==> src/rtl/rf_pkg.sv <==
package rf_pkg;
    localparam int unsigned NREG   = 32;
    localparam int unsigned XLEN   = 32;
    localparam int unsigned AW     = $clog2(NREG);
    localparam int unsigned NUM_RD = 4;
    localparam int unsigned NUM_WR = 2;
    localparam int unsigned NBANK  = 2;
    localparam int unsigned RD_PER_BANK = NUM_RD / NBANK;

    typedef struct packed {
        logic            en;
        logic [AW-1:0]   addr;
        logic [XLEN-1:0] data;
    } wr_cmd_t;
endpackage

==> src/rtl/rf_wsel.sv <==
module rf_wsel
    import rf_pkg::*;
(
    input  logic                         phase_i,
    input  logic [NUM_WR-1:0]            wr_en_i,
    input  logic [NUM_WR-1:0][AW-1:0]    wr_addr_i,
    input  logic [NUM_WR-1:0][XLEN-1:0]  wr_data_i,
    output wr_cmd_t                      wr_cmd_o
);
    localparam int unsigned SW = (NUM_WR > 1) ? $clog2(NUM_WR) : 1;

    logic [SW-1:0] sel;

    // Phase picks the write port: port 0 first, port 1 second
    always_comb begin
        sel           = SW'(phase_i);
        wr_cmd_o.addr = wr_addr_i[sel];
        wr_cmd_o.data = wr_data_i[sel];
        // Register 0 is read-only: drop its writes here
        wr_cmd_o.en   = wr_en_i[sel] && (wr_addr_i[sel] != '0);
    end
endmodule

==> src/rtl/rf_bank.sv <==
module rf_bank
    import rf_pkg::*;
#(
    parameter int unsigned NRD = RD_PER_BANK
) (
    input  logic                      clk2x_i,
    input  logic                      rst_ni,
    input  logic                      phase_i,
    input  wr_cmd_t                   wr_cmd_i,
    input  logic [NRD-1:0][AW-1:0]    rd_addr_i,
    output logic [NRD-1:0][XLEN-1:0]  rd_data_o
);
    typedef struct packed {
        logic [NREG-1:0][XLEN-1:0] mem;
        logic [NRD-1:0][XLEN-1:0]  rdat;
    } bank_st_t;

    bank_st_t st_d, st_q;

    always_comb begin
        st_d = st_q;
        if (!phase_i) begin
            // Read the state that stood when the core cycle began
            for (int rp = 0; rp < NRD; rp++) begin
                st_d.rdat[rp] = (rd_addr_i[rp] == '0) ? '0 : st_q.mem[rd_addr_i[rp]];
            end
        end
        if (wr_cmd_i.en) begin
            st_d.mem[wr_cmd_i.addr] = wr_cmd_i.data;
        end
    end

    always_ff @(posedge clk2x_i) begin
        if (!rst_ni) begin
            st_q <= '0;
        end else begin
            st_q <= st_d;
        end
    end

    assign rd_data_o = st_q.rdat;

    for (genvar rp = 0; rp < NRD; rp++) begin : g_chk
        AST_ZERO_READ: assert property (@(posedge clk2x_i) disable iff (!rst_ni)
            (!phase_i && rd_addr_i[rp] == '0) |=> (rd_data_o[rp] == '0));
    end

    AST_READ_HOLD: assert property (@(posedge clk2x_i) disable iff (!rst_ni)
        phase_i |=> $stable(rd_data_o));
endmodule

==> src/rtl/regfile_dp4r2w.sv <==
module regfile_dp4r2w
    import rf_pkg::*;
(
    input  logic                           clk2x_i,
    input  logic                           rst_ni,
    input  logic                           phase_i,
    input  logic [NUM_WR-1:0]              wr_en_i,
    input  logic [NUM_WR-1:0][AW-1:0]      wr_addr_i,
    input  logic [NUM_WR-1:0][XLEN-1:0]    wr_data_i,
    input  logic [NUM_RD-1:0][AW-1:0]      rd_addr_i,
    output logic [NUM_RD-1:0][XLEN-1:0]    rd_data_o
);
    wr_cmd_t wr_cmd;

    rf_wsel u_wsel (
        .phase_i   (phase_i),
        .wr_en_i   (wr_en_i),
        .wr_addr_i (wr_addr_i),
        .wr_data_i (wr_data_i),
        .wr_cmd_o  (wr_cmd)
    );

    // Every copy sees the same write stream, so all copies stay equal
    for (genvar b = 0; b < NBANK; b++) begin : g_bank
        rf_bank #(.NRD(RD_PER_BANK)) u_bank (
            .clk2x_i   (clk2x_i),
            .rst_ni    (rst_ni),
            .phase_i   (phase_i),
            .wr_cmd_i  (wr_cmd),
            .rd_addr_i (rd_addr_i[b*RD_PER_BANK +: RD_PER_BANK]),
            .rd_data_o (rd_data_o[b*RD_PER_BANK +: RD_PER_BANK])
        );
    end

    AST_COPY_MATCH: assert property (@(posedge clk2x_i) disable iff (!rst_ni)
        (!phase_i && rd_addr_i[0] == rd_addr_i[RD_PER_BANK])
        |=> (rd_data_o[0] == rd_data_o[RD_PER_BANK]));

    AST_PHASE_RISE: assert property (@(posedge clk2x_i) disable iff (!rst_ni)
        !phase_i |=> phase_i);

    AST_PHASE_FALL: assert property (@(posedge clk2x_i) disable iff (!rst_ni)
        phase_i |=> !phase_i);
endmodule

==> config.mk <==
export PLATFORM = sky130hd
export DESIGN_NAME = regfile_dp4r2w
export DESIGN_NICKNAME = d
export VERILOG_FILES = /design/src/rtl/rf_pkg.sv /design/src/rtl/rf_wsel.sv /design/src/rtl/rf_bank.sv /design/src/rtl/regfile_dp4r2w.sv
export SDC_FILE = /design/constraint.sdc
export NUM_CORES = 2
export LEC_CHECK = 0
export BUFFER_PORTS_ARGS = -buffer_cell sky130_fd_sc_hd__buf_2
export CAP_MARGIN = 10
export CELL_PAD_IN_SITES_DETAIL_PLACEMENT = 1
export CELL_PAD_IN_SITES_GLOBAL_PLACEMENT = 2
export CORE_AREA = 3 3 527 529
export DETAILED_ROUTE_END_ITERATION = 7
export DIE_AREA = 0 0 530 532
export PLACE_DENSITY_LB_ADDON = 0.25
export SYNTH_ARGS = -nofsm -noshare
export SYNTH_HDL_FRONTEND = slang
export SYNTH_HIERARCHICAL = 1
export SYNTH_SLANG_ARGS = --single-unit
==> constraint.sdc <==
create_clock -name clk2x_i -period 2.5 [get_ports clk2x_i]
set_input_delay 0 -clock clk2x_i [delete_from_list [all_inputs] [get_ports clk2x_i]]
set_output_delay 0 -clock clk2x_i [all_outputs]
set_load 0.1 [all_outputs]
==> results.sh <==
export IMPL_cp_cell_sequence="dlygate4sd3_1 -> buf_8 -> buf_12 -> buf_12 -> mux4_2 -> mux2i_1 -> and2_1 -> o311ai_1 -> dlygate4sd3_1"
export IMPL_syn_to_final_growth_pct=18.2
export IMPL_initial_core_util_pct=41.9
export IMPL_drc_errors=0
export IMPL_synth_edf_count=0
export IMPL_switching_share_pct=27.4
export IMPL_dp_slack_ns=-0.129
export IMPL_finClkSkew_ns=0.0424
export IMPL_synth_area_leaders="dfxtp_1 (38%), mux4_2 (15%), nand2_1 (14%)"
export IMPL_min_path_type="in2reg"
export IMPL_tightest_slew_ns=1.31
export IMPL_slowest_delay_ns=0.57
export IMPL_final_util_pct=49.5
export IMPL_worstPathRequired_ns=3.29
export IMPL_n_fill_cell=30258
export IMPL_yosys_register_bits=2176
export IMPL_total_leakage_power_nw=47.0
export IMPL_cp_end_kind="flop"
export IMPL_synthesis_instances=12530
export IMPL_crit_type="in2reg"
export IMPL_layout_commonest_cell="nand2_1"
export IMPL_dr_max_layer_used="met5"
export IMPL_multiInputGateArea_sq_um=65400
export IMPL_clock_sinks=2176
export IMPL_drt_iter0_markers=11866
export IMPL_power_density_nw_per_um2=632
export IMPL_grt_ovfl_total=0
export IMPL_vias=104257
export IMPL_clockBufferDepth=4
export IMPL_h_tree_depth=5
export IMPL_setup_violations=0
export IMPL_wl_met2_um=221000
export IMPL_cts_clk_slew_worst_paths_ns=0.06
export IMPL_die_x_um=530
export IMPL_fp_dieH_um=532
export IMPL_grt_pass1_wl_um=760000
export IMPL_grt_pass1_vias=105616
export IMPL_status="finished, final reports clean"
export IMPL_io_pins=227
export IMPL_cp_arrival_ns=3.25
export IMPL_grt_start_max_net_pins=266
export IMPL_ant_nets=0
export IMPL_register_area_sq_um=43600
export IMPL_relSlewSlack_pct=12.3
export IMPL_track_usage_pct=36.6
export IMPL_path_max_fanout=22
export IMPL_fp_coreArea_sq_um=273000
export IMPL_syn_avg_cell_area_sq_um=9.15
export IMPL_numPortBuffers=226
export IMPL_synth_top_area_share_pct=38.0
export IMPL_r2r_end="g_bank[1].u_bank/rd_data_o[41]"
export IMPL_drt_wl_total_um=533000
export IMPL_cts_tree="done"
export IMPL_synth_seq_area_share_pct=38.0
export IMPL_slew_viol_final=0
export IMPL_synth_flop_cell="dfxtp_1"
export IMPL_met1_length_um=226000
export IMPL_synth_cell_types=43
export IMPL_antenna_found_initial=48
export IMPL_timing_rr_start="g_bank[1].u_bank/st_q[809]"
export IMPL_nets=12744
export IMPL_clk_insertion_delay_late_ns=0.91
export IMPL_finalHoldViolCount=0
export IMPL_crit_start="rd_addr_i[0]"
export IMPL_synth_area_sq_um=115000
export IMPL_intPower_mw=62.1
export IMPL_period_share_pct=98.5
export IMPL_cts_root_buffer_cell="clkbuf_16"
export IMPL_p_switching_mw=23.4
export IMPL_seqPwrFrac_pct=41.5
export IMPL_synth_nets=12629
export IMPL_dp_hpwl_um=355000
export IMPL_drive_gt1_share_pct=19.5
export IMPL_cap_violations=0
export IMPL_cts_buffers=264
export IMPL_wl_met3_um=63700
export IMPL_ys_async_sr_fraction_pct=0
export IMPL_rsz0062_at_grt="false"
export IMPL_yosys_area_top_type="dfxtp_1"
export IMPL_startpoint_type="input pin"
export IMPL_clock_fmax_ghz=0.406
export IMPL_dr_pass1_iters=6
export IMPL_viasPerCell=6.34
export IMPL_comb_power_share_pct=11.8
export IMPL_ys_warn_count=6
export IMPL_fin_crit_ns=2.46
export IMPL_r2r_slack_ns=0.18
export IMPL_avgRoutedWirePerCell_um=32.4
export IMPL_cp_endpoint="g_bank[0].u_bank/rd_data_o[23]"
export IMPL_hp_start="rd_addr_i[12]"
export IMPL_dieArea_sq_um=282000
export IMPL_clkPwrFrac_pct=46.7
export IMPL_fin_ws_ns=0.0378
export IMPL_gp_congestion=0.997
export IMPL_crit_path_top_delay_cell="dlygate4sd3_1"
export IMPL_fp_row_count=192
export IMPL_ir_drop_mv=0.448
export IMPL_layout_common_cells="nand2_1 (4156), dfxtp_1 (2176), a21boi_1 (1069)"
export IMPL_reg2reg_depth=5
[synthesized netlist by cell type, drive strengths merged, types with 72 or more instances]
master / count
nand2: 4164
dfxtp: 2176
a21boi: 2110
clkbuf: 929
mux4: 768
mux2i: 707
buf: 461
a22oi: 256
a21oi: 151
o311ai: 128
or2: 128
a32o: 84
nor2b: 76
and2: 72
[layer usage]
layer,GRT usage [%],vias up
li1,-,43825
met1,51.0,54233
met2,52.4,5098
met3,12.4,1077
met4,13.1,24
met5,0,-
[power by group through the flow]
stage | Combinational, mW | Clock (mW) | Sequential [mW]
detailed placement | 9.68 | 0 | 36.2
finish | 10.1 | 40.0 | 35.5
floorplan | 5.37 | 0 | 36.0
global placement | 9.55 | 0 | 36.2
global route | 10.3 | 41.8 | 35.5
CTS | 9.87 | 40.4 | 35.5
[kinds of logic after synthesis]
| group | Yosys count | share of synthesized area (%) |
|---|---|---|
| DFF | 2176 | 38.0 |
| buffers and inverters | 1390 | 5.59 |
| AOI/OAI and AO/OA | 2836 | 18.7 |
| muxes | 1512 | 21.6 |
| and+or+nand+nor | 4616 | 16.1 |
[layout make-up]
| class | instances | share of cell area, % |
|---|---|---|
| clock buffer | 391 | 5.90 |
| clock inverter | 70 | 0.587 |
| sequential | 2176 | 32.2 |
| antenna | 15 | 0.0277 |
| multi-input combinational | 8964 | 48.3 |
| tap | 3589 | 3.32 |
| timing repair buffer | 1239 | 9.75 |
[worst max-delay path: cells and delay by family]
kind	cells	cell delay, ns
buffers and inverters	5	1.89
multiplexers	2	0.95
AND/OR/NAND/NOR	1	0.25
AO/OA/AOI/OAI	1	0.09
[what timing repair did]
item,in CTS,in global routing
hold endpoints to repair,1883,0
setup endpoints to repair,0,17
setup buffers,0,0
hold buffers,92,0
gates resized for setup,0,1
[worst min path at each step]
| stage | cells after the start | slack [ns] | end |
|---|---|---|---|
| 2_1_floorplan | 2 | 0.26 | g_bank[0].u_bank/rd_data_o[31] |
| 5_1_grt | 4 | 0.06 | g_bank[1].u_bank/rd_data_o[7] |
| 3_3_place_gp | 2 | 0.45 | g_bank[1].u_bank/st_q[108] |
| 6_report | 5 | 0.1 | g_bank[1].u_bank/rd_data_o[1] |
| 4_1_cts | 4 | 0.005 | g_bank[1].u_bank/rd_data_o[7] |
| 3_5_place_dp | 2 | 0.46 | g_bank[1].u_bank/st_q[786] |
[stage by stage]
stage	total power, mW	cell area, sq um	std cells	hold slack, ns	setup TNS, ns
final	85.5	135000	16444	0.0960	0
after global routing	87.6	135000	16431	0.0584	0
after CTS	85.7	135000	16430	0.00531	0
after detailed placement	45.9	126000	15877	0.458	-15.54
after global placement	45.7	126000	15876	0.447	-87.03
after floorplan	41.4	115000	12530	0.257	0
[flip-flops by register name, summed over array words and instances, names as in the netlist]
register,count
g_bank.u_bank/st_q,2048
g_bank.u_bank/rd_data_o,128
Power figures use the tool's default switching activity.
